### src/rtl/lsu_pkg.sv
package lsu_pkg;

    localparam int PIX_W = 12;
    localparam int IDX_W = 14;
    localparam int PCT_W = PIX_W + 7;

    typedef struct packed {
        logic [IDX_W-1:0] idx;
        logic [PIX_W-1:0] val;
    } pix_t;

    typedef enum logic [2:0] {
        FIN_IDLE,
        FIN_MEAN,
        FIN_ODD,
        FIN_EVEN,
        FIN_DEV,
        FIN_IMB,
        FIN_DONE
    } fin_e;

    function automatic logic [PIX_W-1:0] abs_diff(input logic [PIX_W-1:0] a,
                                                  input logic [PIX_W-1:0] b);
        return (a >= b) ? (a - b) : (b - a);
    endfunction

    // number of odd indices in a window of 'count' indices beginning at 'first'
    function automatic int odd_count(input int first, input int count);
        return (first % 2 == 1) ? (count + 1) / 2 : count / 2;
    endfunction

endpackage

### src/rtl/lsu_merge.sv
module lsu_merge
    import lsu_pkg::*;
(
    input  logic clk,
    input  logic rst,
    input  logic clr,
    input  logic a_vld,
    input  pix_t a_pix,
    input  logic b_vld,
    input  pix_t b_pix,
    output logic out_vld,
    output pix_t out_pix
);

    pix_t held;
    logic held_vld;

    always_ff @(posedge clk) begin
        if (rst || clr) begin
            out_vld  <= 1'b0;
            out_pix  <= '0;
            held     <= '0;
            held_vld <= 1'b0;
        end else if (a_vld && b_vld) begin
            out_vld  <= 1'b1;
            held_vld <= 1'b1;
            if (a_pix.idx < b_pix.idx) begin
                out_pix <= a_pix;
                held    <= b_pix;
            end else begin
                out_pix <= b_pix;
                held    <= a_pix;
            end
        end else if (a_vld) begin
            out_vld <= 1'b1;
            out_pix <= a_pix;
        end else if (b_vld) begin
            out_vld <= 1'b1;
            out_pix <= b_pix;
        end else if (held_vld) begin
            out_vld  <= 1'b1;
            out_pix  <= held;
            held_vld <= 1'b0;
        end else begin
            out_vld <= 1'b0;
        end
    end

    AST_MERGE_RATE: assert property (@(posedge clk) disable iff (rst || clr)
        held_vld |-> !(a_vld || b_vld)) else $error("merge slot overrun");

    AST_MERGE_LOW_FIRST: assert property (@(posedge clk) disable iff (rst)
        (a_vld && b_vld && !clr) |=> out_vld &&
            (out_pix.idx == (($past(a_pix.idx) < $past(b_pix.idx)) ? $past(a_pix.idx) : $past(b_pix.idx))))
        else $error("merge order wrong");

endmodule

### src/rtl/lsu_accum.sv
module lsu_accum
    import lsu_pkg::*;
#(
    parameter int FIRST_IDX   = 1,
    parameter int VALID_COUNT = 7400,
    parameter int ACC_W       = PIX_W + $clog2(VALID_COUNT + 1)
) (
    input  logic             clk,
    input  logic             rst,
    input  logic             clr,
    input  logic             in_vld,
    input  pix_t             in_pix,
    output logic [ACC_W-1:0] sum_all,
    output logic [ACC_W-1:0] sum_odd,
    output logic [PIX_W-1:0] max_v,
    output logic [PIX_W-1:0] min_v,
    output logic             complete
);

    localparam int CNT_W = $clog2(VALID_COUNT + 1);
    localparam logic [IDX_W-1:0] WIN_LO   = IDX_W'(FIRST_IDX);
    localparam logic [IDX_W-1:0] WIN_HI   = IDX_W'(FIRST_IDX + VALID_COUNT - 1);
    localparam logic [CNT_W-1:0] CNT_FULL = CNT_W'(VALID_COUNT);

    logic [CNT_W-1:0] cnt;
    logic take;

    assign take = in_vld && (in_pix.idx >= WIN_LO) && (in_pix.idx <= WIN_HI) && (cnt != CNT_FULL);

    always_ff @(posedge clk) begin
        if (rst || clr) begin
            cnt      <= '0;
            sum_all  <= '0;
            sum_odd  <= '0;
            max_v    <= '0;
            min_v    <= '0;
            complete <= 1'b0;
        end else begin
            complete <= take && (cnt == CNT_FULL - CNT_W'(1));
            if (take) begin
                cnt     <= cnt + CNT_W'(1);
                sum_all <= sum_all + ACC_W'(in_pix.val);
                if (in_pix.idx[0])
                    sum_odd <= sum_odd + ACC_W'(in_pix.val);
                if (cnt == '0 || in_pix.val > max_v)
                    max_v <= in_pix.val;
                if (cnt == '0 || in_pix.val < min_v)
                    min_v <= in_pix.val;
            end
        end
    end

    AST_COUNT_CAP: assert property (@(posedge clk) disable iff (rst)
        cnt <= CNT_FULL) else $error("window count overflow");

    AST_MINMAX_ORDER: assert property (@(posedge clk) disable iff (rst)
        (cnt != '0) |-> (min_v <= max_v)) else $error("min above max");

endmodule

### src/rtl/lsu_div.sv
module lsu_div #(
    parameter int W = 25
) (
    input  logic         clk,
    input  logic         rst,
    input  logic         start,
    input  logic [W-1:0] num,
    input  logic [W-1:0] den,
    output logic         busy,
    output logic         done,
    output logic [W-1:0] quo
);

    localparam int SW = $clog2(W + 1);

    logic [W:0]    rem;
    logic [W-1:0]  dvs;
    logic [SW-1:0] steps;
    logic [W:0]    shifted;
    logic          fits;

    assign shifted = {rem[W-1:0], quo[W-1]};
    assign fits    = shifted >= {1'b0, dvs};

    always_ff @(posedge clk) begin
        if (rst) begin
            rem   <= '0;
            dvs   <= '0;
            quo   <= '0;
            steps <= '0;
            busy  <= 1'b0;
            done  <= 1'b0;
        end else begin
            done <= 1'b0;
            if (start && !busy) begin
                rem   <= '0;
                quo   <= num;
                dvs   <= den;
                steps <= SW'(W);
                busy  <= 1'b1;
            end else if (busy) begin
                rem   <= fits ? (shifted - {1'b0, dvs}) : shifted;
                quo   <= {quo[W-2:0], fits};
                steps <= steps - SW'(1);
                if (steps == SW'(1)) begin
                    busy <= 1'b0;
                    done <= 1'b1;
                end
            end
        end
    end

    AST_DIV_REMAINDER: assert property (@(posedge clk) disable iff (rst)
        done |-> ((dvs == '0) || (rem < {1'b0, dvs}))) else $error("remainder not below divisor");

endmodule

### src/rtl/lsu_final.sv
module lsu_final
    import lsu_pkg::*;
#(
    parameter int FIRST_IDX   = 1,
    parameter int VALID_COUNT = 7400,
    parameter int ACC_W       = 25,
    parameter int DIV_W       = 25
) (
    input  logic             clk,
    input  logic             rst,
    input  logic             clr,
    input  logic             complete,
    input  logic [ACC_W-1:0] sum_all,
    input  logic [ACC_W-1:0] sum_odd,
    input  logic [PIX_W-1:0] max_v,
    input  logic [PIX_W-1:0] min_v,
    output logic             div_start,
    output logic [DIV_W-1:0] div_num,
    output logic [DIV_W-1:0] div_den,
    input  logic             div_busy,
    input  logic             div_done,
    input  logic [DIV_W-1:0] div_quo,
    output logic [PIX_W-1:0] mean_o,
    output logic [PIX_W-1:0] dev_o,
    output logic [PCT_W-1:0] nonuni_o,
    output logic [PCT_W-1:0] imb_o,
    output logic             done_o
);

    localparam int N_ODD  = odd_count(FIRST_IDX, VALID_COUNT);
    localparam int N_EVEN = VALID_COUNT - N_ODD;

    fin_e st;
    logic issued;
    logic in_div;
    logic [PIX_W-1:0] odd_m, even_m, dev_w, imb_diff;
    logic [ACC_W-1:0] sum_even;
    logic unused_hi;

    assign sum_even = sum_all - sum_odd;
    assign dev_w    = ((max_v - mean_o) > (mean_o - min_v)) ? (max_v - mean_o) : (mean_o - min_v);
    assign imb_diff = abs_diff(odd_m, even_m);
    assign in_div   = (st == FIN_MEAN) || (st == FIN_ODD) || (st == FIN_EVEN) ||
                      (st == FIN_DEV) || (st == FIN_IMB);
    assign div_start = in_div && !issued && !div_busy;
    assign dev_o     = dev_w;
    assign done_o    = (st == FIN_DONE);
    assign unused_hi = ^div_quo[DIV_W-1:PCT_W];

    always_comb begin
        div_num = '0;
        div_den = '0;
        case (st)
            FIN_MEAN: begin div_num = DIV_W'(sum_all);  div_den = DIV_W'(VALID_COUNT); end
            FIN_ODD:  begin div_num = DIV_W'(sum_odd);  div_den = DIV_W'(N_ODD);       end
            FIN_EVEN: begin div_num = DIV_W'(sum_even); div_den = DIV_W'(N_EVEN);      end
            FIN_DEV:  begin div_num = DIV_W'(dev_w) * DIV_W'(100);    div_den = DIV_W'(mean_o); end
            FIN_IMB:  begin div_num = DIV_W'(imb_diff) * DIV_W'(100); div_den = DIV_W'(mean_o); end
            default:  ;
        endcase
    end

    always_ff @(posedge clk) begin
        if (rst || clr) begin
            st       <= FIN_IDLE;
            issued   <= 1'b0;
            mean_o   <= '0;
            odd_m    <= '0;
            even_m   <= '0;
            nonuni_o <= '0;
            imb_o    <= '0;
        end else begin
            case (st)
                FIN_IDLE: if (complete) st <= FIN_MEAN;
                FIN_DONE: ;
                default: begin
                    if (div_start) issued <= 1'b1;
                    if (div_done) begin
                        issued <= 1'b0;
                        case (st)
                            FIN_MEAN: begin mean_o   <= div_quo[PIX_W-1:0]; st <= FIN_ODD;  end
                            FIN_ODD:  begin odd_m    <= div_quo[PIX_W-1:0]; st <= FIN_EVEN; end
                            FIN_EVEN: begin even_m   <= div_quo[PIX_W-1:0]; st <= FIN_DEV;  end
                            FIN_DEV:  begin nonuni_o <= div_quo[PCT_W-1:0]; st <= FIN_IMB;  end
                            default:  begin imb_o    <= div_quo[PCT_W-1:0]; st <= FIN_DONE; end
                        endcase
                    end
                end
            endcase
        end
    end

    AST_DONE_HOLD: assert property (@(posedge clk) disable iff (rst)
        (done_o && !clr) |=> (done_o && $stable(mean_o) && $stable(nonuni_o) && $stable(imb_o)))
        else $error("results moved while done");

    AST_MEAN_BOUNDS: assert property (@(posedge clk) disable iff (rst || clr)
        done_o |-> ((mean_o >= min_v) && (mean_o <= max_v))) else $error("mean outside extremes");

endmodule

### src/rtl/line_stats_unit.sv
module line_stats_unit
    import lsu_pkg::*;
#(
    parameter int FIRST_IDX   = 1,
    parameter int VALID_COUNT = 7400
) (
    input  logic             clk,
    input  logic             rst,
    input  logic             line_start,
    input  logic             odd_vld,
    input  logic [IDX_W-1:0] odd_idx,
    input  logic [PIX_W-1:0] odd_val,
    input  logic             even_vld,
    input  logic [IDX_W-1:0] even_idx,
    input  logic [PIX_W-1:0] even_val,
    output logic             pix_vld_o,
    output logic [IDX_W-1:0] pix_idx_o,
    output logic [PIX_W-1:0] pix_val_o,
    output logic [PIX_W-1:0] mean_o,
    output logic [PIX_W-1:0] maxdev_o,
    output logic [PCT_W-1:0] nonuni_pct_o,
    output logic [PCT_W-1:0] imbalance_pct_o,
    output logic             done_o
);

    localparam int ACC_W = PIX_W + $clog2(VALID_COUNT + 1);
    localparam int DIV_W = (ACC_W > PCT_W) ? ACC_W : PCT_W;

    pix_t odd_pix, even_pix, m_pix;
    logic m_vld;
    logic [ACC_W-1:0] sum_all, sum_odd;
    logic [PIX_W-1:0] max_v, min_v;
    logic complete;
    logic div_start, div_busy, div_done;
    logic [DIV_W-1:0] div_num, div_den, div_quo;

    assign odd_pix  = {odd_idx, odd_val};
    assign even_pix = {even_idx, even_val};
    assign pix_vld_o = m_vld;
    assign pix_idx_o = m_pix.idx;
    assign pix_val_o = m_pix.val;

    lsu_merge u_merge (
        .clk(clk), .rst(rst), .clr(line_start),
        .a_vld(odd_vld), .a_pix(odd_pix),
        .b_vld(even_vld), .b_pix(even_pix),
        .out_vld(m_vld), .out_pix(m_pix)
    );

    lsu_accum #(.FIRST_IDX(FIRST_IDX), .VALID_COUNT(VALID_COUNT), .ACC_W(ACC_W)) u_accum (
        .clk(clk), .rst(rst), .clr(line_start),
        .in_vld(m_vld), .in_pix(m_pix),
        .sum_all(sum_all), .sum_odd(sum_odd),
        .max_v(max_v), .min_v(min_v), .complete(complete)
    );

    lsu_div #(.W(DIV_W)) u_div (
        .clk(clk), .rst(rst | line_start), .start(div_start),
        .num(div_num), .den(div_den),
        .busy(div_busy), .done(div_done), .quo(div_quo)
    );

    lsu_final #(.FIRST_IDX(FIRST_IDX), .VALID_COUNT(VALID_COUNT), .ACC_W(ACC_W), .DIV_W(DIV_W)) u_final (
        .clk(clk), .rst(rst), .clr(line_start), .complete(complete),
        .sum_all(sum_all), .sum_odd(sum_odd), .max_v(max_v), .min_v(min_v),
        .div_start(div_start), .div_num(div_num), .div_den(div_den),
        .div_busy(div_busy), .div_done(div_done), .div_quo(div_quo),
        .mean_o(mean_o), .dev_o(maxdev_o), .nonuni_o(nonuni_pct_o),
        .imb_o(imbalance_pct_o), .done_o(done_o)
    );

endmodule

### config.mk
export PLATFORM = sky130hd
export DESIGN_NAME = line_stats_unit
export DESIGN_NICKNAME = d
export VERILOG_FILES = /design/src/rtl/lsu_pkg.sv /design/src/rtl/lsu_merge.sv /design/src/rtl/lsu_accum.sv /design/src/rtl/lsu_div.sv /design/src/rtl/lsu_final.sv /design/src/rtl/line_stats_unit.sv
export SDC_FILE = /design/constraint.sdc
export NUM_CORES = 1
export LEC_CHECK = 0
export BUFFER_PORTS_ARGS = -buffer_cell sky130_fd_sc_hd__buf_2
export CAP_MARGIN = 10
export CORE_ASPECT_RATIO = 0.6
export CORE_MARGIN = 2
export CORE_UTILIZATION = 32
export CTS_BUF_LIST = sky130_fd_sc_hd__clkbuf_16
export DETAILED_ROUTE_END_ITERATION = 6
export GPL_ROUTABILITY_DRIVEN = 1
export PLACE_DENSITY = 0.53
export SETUP_SLACK_MARGIN = 0.2
export SLEW_MARGIN = 10
export SYNTH_ARGS = -nofsm -noshare
export SYNTH_HDL_FRONTEND = slang
export SYNTH_HIERARCHICAL = 1
export SYNTH_SLANG_ARGS = --single-unit
### constraint.sdc
create_clock -name clk -period 6.3 [get_ports clk]
set_input_delay 0.315 -clock clk [delete_from_list [all_inputs] [get_ports clk]]
set_output_delay 0.315 -clock clk [all_outputs]
set_load 0.01 [all_outputs]
After elaboration in Yosys (flattened, before gate mapping)
Index checks and enable logic that the tools add are counted.

storage, ports and cells
  flip-flop bits (word level) = 302
  bits in latches = 0
  RAM bits = 0
  bits in read-only memories = 0
  logic and storage cells = 135
  memories kept = 0

cells by class
  add/subtract/negate cells = 10
  multiply operators = 2
  divide/modulo/power cells = 0
  magnitude comparators = 8
  eq/ne operators = 12
  shift operators = 0
  mux-type cells = 32
  bitwise gates (word level) = 5
  reductions and logical operators = 40

operators with widths
  cell                                                                                  count
  26-bit two-way mux                                                                    6
  25-bit case mux with 5 select lines                                                   1
  25-bit two-way mux                                                                    3
  25-bit by 12-bit adder with 25-bit output                                             2
  25-bit subtractor                                                                     2
  12-bit subtractor                                                                     4
  13-bit case mux with 3 select lines                                                   1
  12-bit by 5-bit multiplier with 17-bit output, second input constant                  2
  26-bit by 25-bit greater-or-equal comparator with 1-bit output                        1
  12-bit > comparator                                                                   2
  12-bit two-way mux                                                                    2
  3-bit AND reduction                                                                   6
  14-bit by 1-bit greater-or-equal comparator with 1-bit output, second input constant  1
  14-bit by 13-bit less-or-equal comparator with 1-bit output, second input constant    1
  14-bit less-than comparator                                                           1
  13-bit by 1-bit adder with 13-bit output, second input constant                       1
  13-bit == test, second input constant                                                 1
  13-bit zero test                                                                      1
  1-bit two-way mux                                                                     13
  13-bit != test, second input constant                                                 1
  12-bit greater-or-equal comparator                                                    1
  12-bit less-than comparator                                                           1
  3-bit case mux with 4 select lines                                                    1
  5-bit two-way mux                                                                     2
  other kinds (21)                                                                      52

Depth between registers and ports, before layout
Gate-level depths: netlist of run 1.

  word-level depth = 9
  depth in mapped cells = 39
  gate-level depth less buffers = 37

By module
Netlist of run 1, hierarchy kept.

modules (own cells, without submodules)
  module           times used  cells an instance  area an instance (um^2)  sequential area each (um^2)
  lsu_final        1           1313               9725.6                   1561.5
  lsu_accum        1           650                5432.7                   1761.7
  lsu_div          1           617                4828.4                   1641.6
  lsu_merge        1           477                3743.6                   1081.0
  line_stats_unit  1           1                  6.3                      0.0

Worst setup path after synthesis of run 1
OpenSTA, ideal clock, no wires.

  kind = reg-to-reg
  start = reg u_final.mean_o[1]
  end = reg u_div.quo[17]
  library setup time = 0.128 ns
  data arrival time = 6.645 ns
  setup slack = -0.473 ns
  cell stages (with the launch flop) = 37
  path through = dfxtp_1 inv_1 ha_1 nor2b_1 o31ai_2 a21oi_1 a21oi_1 o21ai_0 a21o_1 a21oi_1 xnor2_1 ha_1 o21ai_0 o31ai_1 o21a_2 buf_6 buf_2 nand2_1 o21ai_0 ha_1 ha_1 inv_1 fa_1 inv_1 ha_1 nor2b_1 o21ai_0 a21oi_1 a211oi_1 nor3_1 xor2_1 a22o_1 a211o_1 mux2i_1 nor2_1 a21oi_1 nor2_1

on the way
  word-level cells in the longest chain between the ends = 6

ends and longest elaborated chain
  what                                               RTL line               text
  start, declared                                    lsu_final.sv:23        output logic [PIX_W-1:0] mean_o,
  start signal, assigned                             lsu_final.sv:67        mean_o <= '0;
  start signal, assigned                             lsu_final.sv:81        FIN_MEAN: begin mean_o <= div_quo[PIX_W-1:0]; st <= FIN_ODD; end
  12-bit subtractor                                  lsu_final.sv:41        assign dev_w = ((max_v - mean_o) > (mean_o - min_v)) ? (max_v - mean_o) : (mean_o - min_v);
  12-bit > comparator                                lsu_final.sv:41
  12-bit two-way mux (*)                             lsu_final.sv:41
  named net maxdev_o[4]                              line_stats_unit.sv:20  output logic [PIX_W-1:0] maxdev_o,
  12-bit by 5-bit multiplier with 17-bit output (*)  lsu_final.sv:57        FIN_DEV: begin div_num = DIV_W'(dev_w) * DIV_W'(100); div_den = DIV_W'(mean_o); end
  25-bit case mux with 5 select lines (*)            lsu_final.sv:53        case (st)
  named net div_num[17]                              line_stats_unit.sv:35  logic [DIV_W-1:0] div_num, div_den, div_quo;
  25-bit two-way mux (*)                             lsu_div.sv:35          if (start && !busy) begin
  end signal, assigned                               lsu_div.sv:37          quo <= num;
  end signal, assigned                               lsu_div.sv:43          quo <= {quo[W-2:0], fits};
  end, declared                                      lsu_div.sv:11          output logic [W-1:0] quo

Mark *: on every way through the listed nets, which the timed path passes. The rest lies on a longest branch.
A chain may end at the register's enable or synchronous reset.

Final worst setup path of run 1
  start = reg u_accum.min_v[3]
  end = reg u_div.quo[18]

on the way
  word-level cells in the longest chain between the ends = 6

ends and longest elaborated chain
  what                                               RTL line               text
  start, declared                                    lsu_accum.sv:16        output logic [PIX_W-1:0] min_v,
  start signal, assigned                             lsu_accum.sv:48        min_v <= in_pix.val;
  12-bit subtractor (*)                              lsu_final.sv:41
  12-bit > comparator                                lsu_final.sv:41
  12-bit two-way mux (*)                             lsu_final.sv:41
  12-bit by 5-bit multiplier with 17-bit output (*)  lsu_final.sv:57
  25-bit case mux with 5 select lines (*)            lsu_final.sv:53
  named net div_num[18]                              line_stats_unit.sv:35
  25-bit two-way mux (*)                             lsu_div.sv:35

Marks and branches as above.

==> impl_metrics.py, run 1 <==
metrics = {
    "grt": {
        "grt_pass1_wl_um": 126000,
        "grt_pass1_vias": 20900,
        "track_usage": 0.206,
        "grt_max_degree": 112,
        "gr-total-overflow": 0,
        "grt_antenna_before_repair": 3,
    },
    "critical_path": {
        "rr_startpoint": "u_accum/min_v[3]",
        "worst_path_most_repeated_cell": "buf_4",
        "cp_slowest_cell": "fa_2",
        "reg2reg_to": "u_div/quo[18]",
        "critPathKind": "reg2reg",
        "cp-end-kind": "register",
        "regToRegSetupSlack_ps": -500,
        "startpoint_type": "register",
        "worstSetupEndpoint": "u_div/quo[18]",
        "critPathMaxFanout": 4,
        "crit_required_ps": 6730,
        "cpPeakStageDelay_ps": 410,
        "crit_path_start": "u_accum/min_v[3]",
        "r2r_cells": 39,
        "crit_arrival_ps": 7230,
    },
    "die": {
        "die_h_um": 215,
        "core.rowCount": 77,
        "core_sq_mm": 0.0735,
        "dieArea_sq_mm": 0.0764,
        "ioPinCount": 147,
        "die_w_um": 356,
        "start_util": 0.323,
    },
    "yosys": {
        "seq_area_frac_synth": 0.255,
        "synth.distinct_cells": 98,
        "ys_warn_count": 6,
        "yosys-top-cells-area": "dfxtp_1, ha_1, nand2_1, a21oi_1, mux2i_1",
        "synth-edff-count": 0,
        "avgSynthCellArea_sq_um": 7.76,
        "netlist_top_cells_count": "nand2_1, dfxtp_1, a21oi_1",
        "synth_adder_area_share": 0.150,
        "synth.top_cell.area_share": 0.255,
        "synth_xor_xnor_area_share": 0.0450,
        "synthArstFlopShare": 0,
        "synthFlopType": "dfxtp_1",
        "synthSimpleGateAreaFrac": 0.178,
        "ys_ff_latch": 302,
        "synth.largest_area_cell": "dfxtp_1",
        "syn_area_sq_mm": 0.0237,
        "syn_inst": 3058,
        "muxShareOfSynthArea": 0.0551,
        "synth_top_family_by_area": "compound AO/OA/AOI/OAI gates",
        "synth-compound-area-share": 0.245,
        "yosysMostFrequentCell": "nand2_1",
    },
    "clock_network": {
        "cts_made_buffers": 37,
        "cts-root-buf": "clkbuf_16",
        "path_clk_slew_ps": 70,
        "clockBufferDepth": 3,
        "h-tree-depth": 2,
        "cts_sinks": 302,
        "cts_tree": "yes",
        "clk_latency_ps": 580,
    },
    "placed_design": {
        "gp_congestion": 0.909,
        "portBuffers": 146,
        "hpwl_um": 59500,
        "dp.cells": 4256,
        "place_area_sq_mm": 0.0269,
    },
    "min_path": {
        "min_from": "even_val[5]",
        "hold_path_class": "in2reg",
    },
    "detailed_routing": {
        "vias": 22900,
        "drt-pass1-iter-count": 7,
        "initialDrtViolationCount": 2022,
        "viasPerCell": 5.25,
        "wl_per_cell_um": 18.6,
        "ant_nets": 0,
        "drc": 1,
        "wirelength_um": 81100,
    },
    "pwr": {
        "peakVddDrop_uv": 180,
        "leakagePower_nw": 12.3,
        "p_per_area_mw_per_mm2": 172,
    },
    "job": {
        "drv_cap": 0,
    },
    "timing": {
        "maxSlewHeadroom": 0.166,
        "tns_ps": -2910,
        "finalClockSkew_ps": 22.7,
        "finalCriticalPeriod_ps": 6800,
        "grt_setup_unrepaired": "true",
        "final_hold_viol_count": 0,
        "layout_setup_ws_ps": -504,
        "clock.fmax_mhz": 147,
        "tightestPinTransition_ps": 1250,
        "post-route-period-util": 1.08,
        "report.final.slew_viol_count": 0,
        "setup_violations": 9,
    },
    "final_layout": {
        "drive_gt1_frac": 0.187,
        "layout.nets": 3680,
        "final_cell_area_sq_mm": 0.0291,
        "syn2layout_area_growth_pct": 22.5,
        "final-instance-count-excl-fill": 4368,
    },
    "outcome": {
        "outcome": "complete, but fails checks",
        "violations": "DRC, setup timing",
    },
}
metrics by stage:
step | utilization | setup WS [ps] | power, mW | hold slack (ps)
6_report | 0.396 | -504 | 5.01 | 33.1
3_3_place_gp | 0.366 | -391 | 2.68 | 442
5_1_grt | 0.396 | -745 | 5.22 | 23.7
3_5_place_dp | 0.366 | -553 | 2.68 | 444
2_1_floorplan | - | 71.9 | 2.45 | 436
4_1_cts | 0.390 | -251 | 4.98 | 0.463
worst max-delay path, delay by kind of cell (launching register included):
| family | cells | cell delay, ps |
|---|---|---|
| compound gates | 15 | 2200 |
| xor+xnor | 2 | 300 |
| fa+ha+maj | 6 | 1670 |
| buf+inv | 9 | 1010 |
| flops | 1 | 340 |
| mux | 2 | 480 |
| simple gates | 5 | 670 |
flip-flops by register name (all words and copies together), names as in the netlist, 13 cells and up:
name	count
u_accum/sum_all	25
u_merge/held	26
u_div/dvs	25
u_accum/sum_odd	25
u_final/imb_o	19
u_div/rem	25
u_merge/out_pix	26
u_div/quo	25
u_final/nonuni_o	19
u_accum/cnt	13
area by class of cell:
| cell class | instances | area, sq um |
|---|---|---|
| Fill cell | 7546 | 44400 |
| Multi-Input combinational cell | 2353 | 16800 |
| Sequential cell | 302 | 6060 |
| Timing Repair Buffer | 422 | 2940 |
| Tap cell | 987 | 1230 |
| Clock buffer | 37 | 926 |
| Inverter | 235 | 887 |
| Clock inverter | 30 | 250 |
| Antenna cell | 2 | 5.00 |
how the worst min path moves through the flow:
stage,to,slack [ps],cells past startpoint
floorplan,u_div/dvs[10],440,2
global placement,u_final/nonuni_o[2],440,2
detailed placement,u_final/imb_o[8],440,2
CTS,u_merge/out_pix[2],0.5,2
global route,u_merge/out_pix[5],20,2
finish,u_merge/out_pix[5],30,2
repair_timing:
item,in CTS,in global routing
endpoints found under the setup margin,10,11
gates cloned,1,0
hold buffers,5,0
pin swaps,61,43
gates resized for setup,70,47
hold endpoints to repair,5,0
buffers inserted,22,15
placed cells by master, fill, tap and decap left out, types with 37 or more instances in the layout:
master and instances:
o21ai_0 129, xor2_1 52, mux2i_1 115, a211oi_1 74
dfxtp_1 298, xnor2_1 61, nor2_1 214, buf_4 253
inv_1 232, nand3_1 45, buf_2 146, ha_1 232
nand2_1 439, a21o_1 62, a22oi_1 42, clkbuf_16 37
a21oi_1 277
logic make-up after synthesis:
kind of cell    after synthesis
fa+ha+maj                   272
buf+inv                     414
other cells                   1
compound gates              884
mux                         129
flops                       302
xor+xnor                    122
simple gates                934
report_power, final:
part	internal [mW]	switching, mW
combinational	0.406	0.493
clock	1.24	0.921
sequential	1.93	0.0302
per-layer routing:
metal / part of all wire / global-route usage
met1: 0.52 / 0.327
met2: 0.38 / 0.270
met3: 0.079 / 0.0493
met4: 0.021 / 0.0506
met5: 0 / 0
No activity file was read; power rests on OpenSTA's default activity.
==> run 2, diff against run 1 <==
--- a/config.mk
+++ b/config.mk
@@ -15,6 +15,6 @@
 export GPL_ROUTABILITY_DRIVEN = 1
 export PLACE_DENSITY = 0.53
-export SETUP_SLACK_MARGIN = 0.2
-export SLEW_MARGIN = 10
+export SETUP_SLACK_MARGIN = 0.02
+export SLEW_MARGIN = 20
 export SYNTH_ARGS = -nofsm -noshare
 export SYNTH_HDL_FRONTEND = slang
==> constraint.sdc (replaced) <==
create_clock -name clk -period 6.3 [get_ports clk]
set_input_delay 1.26 -clock clk [delete_from_list [all_inputs] [get_ports clk]]
set_output_delay 1.26 -clock clk [all_outputs]
set_load 0.01 [all_outputs]
==> impl_metrics.py, run 2 (same netlist as run 1, synthesis figures left out) <==
metrics = {
    "timing": {
        "post-route-period-util": 1.05,
        "layout_setup_ws_ps": -295,
        "maxSlewHeadroom": 0.300,
        "setup_violations": 8,
        "grt_setup_unrepaired": "true",
        "report.final.slew_viol_count": 0,
        "finalCriticalPeriod_ps": 6600,
        "clock.fmax_mhz": 152,
        "finalClockSkew_ps": 25.5,
        "tightestPinTransition_ps": 1050,
        "final_hold_viol_count": 0,
        "tns_ps": -1450,
    },
    "final_layout": {
        "syn2layout_area_growth_pct": 22.2,
        "final_common_cell": "nand2_1",
        "final_cell_mix": "nand2_1, dfxtp_1, a21oi_1, buf_4, inv_1",
        "top_regs": "u_merge/held x26, u_merge/out_pix x26",
        "layout.nets": 3668,
        "drive_gt1_frac": 0.188,
    },
    "grt": {
        "gr-total-overflow": 0,
        "grt_pass1_vias": 21100,
        "grt_max_degree": 79,
        "grt_antenna_before_repair": 2,
        "grt_pass1_wl_um": 127000,
        "track_usage": 0.207,
    },
    "clock_network": {
        "cts_made_buffers": 38,
        "clk_latency_ps": 570,
        "h-tree-depth": 2,
        "cts_tree": "yes",
        "path_clk_slew_ps": 70,
        "cts-root-buf": "clkbuf_16",
        "cts-hold-fix-buffers": 0,
        "cts_sinks": 302,
        "clockBufferDepth": 3,
    },
    "critical_path": {
        "cp_slowest_cell": "fa_2",
        "worst_path_most_repeated_cell": "ha_4",
        "cp-end-kind": "register",
        "critPathKind": "reg2reg",
        "regToRegSetupSlack_ps": -300,
        "r2r_cells": 37,
        "reg2reg_to": "u_div/quo[18]",
        "critPathMaxFanout": 7,
        "crit_required_ps": 6720,
        "startpoint_type": "register",
        "rr_startpoint": "u_final/mean_o[0]",
        "cpPeakStageDelay_ps": 380,
        "crit_arrival_ps": 7020,
    },
    "detailed_routing": {
        "ant_nets": 0,
        "drc": 12,
        "initialDrtViolationCount": 2107,
        "vias": 23000,
        "wl_per_cell_um": 18.7,
        "drt-pass1-iter-count": 7,
        "viasPerCell": 5.28,
        "wirelength_um": 81600,
    },
    "die": {
        "start_util": 0.323,
        "die_w_um": 356,
        "core.rowCount": 77,
        "die_h_um": 215,
        "ioPinCount": 147,
        "core_sq_mm": 0.0735,
        "dieArea_sq_mm": 0.0764,
    },
    "min_path": {
        "hold_path_class": "reg2reg",
        "whs_endpoint": "u_final/nonuni_o[3]",
        "min_from": "u_final/nonuni_o[3]",
        "holdPathStages": 2,
    },
    "pwr": {
        "p_per_area_mw_per_mm2": 172,
        "leakagePower_nw": 12.2,
        "peakVddDrop_uv": 152,
        "power_mw": 5.00,
    },
    "outcome": {
        "violations": "DRC, setup timing",
        "outcome": "complete, but fails checks",
    },
    "placed_design": {
        "gp_congestion": 0.915,
        "hpwl_um": 59500,
        "portBuffers": 146,
    },
    "job": {
        "drv_cap": 0,
    },
}
run 2: cell types whose count changed in the layout (fill, tap and decap cells not counted), moves of 4 or more:
cell           before  now
buf_6              11    7
clkinv_1           10    6
dlygate4sd3_1       5    0
ha_1              232  226
ha_4               16   23
run 2: power breakdown:
part,switching [mW],internal [mW],total (mW)
Combinational,0.483,0.366,0.848
Clock,0.936,1.25,2.19
Sequential,0.0321,1.93,1.96
Total,1.45,3.54,5.00
run 2: area by class of cell:
type	instances	area, sq um
Fill cell	7572	44500
Antenna cell	1	2.50
Clock inverter	29	233
Clock buffer	39	976
Multi-Input combinational cell	2353	16800
Tap cell	987	1230
Timing Repair Buffer	409	2760
Inverter	235	885
Sequential cell	302	6060
run 2: repair_timing:
action / in CTS / in global routing
resized for setup: 89 / 34
setup endpoints to repair: 9 / 11
setup buffers: 22 / 8
pin swaps: 75 / 26
endpoints found under the hold margin: 0 / 0
run 2: worst max-delay path by stage:
stage                            startpoint            end  cells after the start
final                     u_final/mean_o[0]  u_div/quo[18]                     37
after global routing      u_final/mean_o[0]  u_div/quo[18]                     37
after CTS                  u_accum/max_v[0]  u_div/quo[17]                     36
after detailed placement  u_final/mean_o[0]  u_div/quo[18]                     35
after global placement    u_final/mean_o[0]  u_div/quo[18]                     36
after floorplan           u_final/mean_o[0]  u_div/quo[18]                     34
run 2: layer usage:
layer	track usage	share of wire	vias up
met5	0	0	-
li1	-	-	11400
met1	0.326	0.52	10800
met3	0.0529	0.079	71
met4	0.0414	0.017	0
met2	0.276	0.38	638
run 2: worst max-delay path: cells and delay by family (launching register included):
| family | cells | cell delay [ps] |
|---|---|---|
| flops | 1 | 360 |
| mux | 1 | 180 |
| simple gates | 6 | 710 |
| xor+xnor | 3 | 410 |
| compound gates | 16 | 2510 |
| buf+inv | 4 | 330 |
| fa+ha+maj | 7 | 1940 |
run 2: stage by stage:
stage               worst slack (ps)  hold WS, ps  std cells  utilization  area (sq um)
global placement                -391          440       4258        0.366         26900
detailed placement              -560          443       4258        0.366         26900
floorplan                       17.9          436       3069            -         23900
CTS                             -173          451       4346        0.390         28700
finish                          -295          451       4355        0.394         29000
global route                    -608          466       4355        0.394         29000
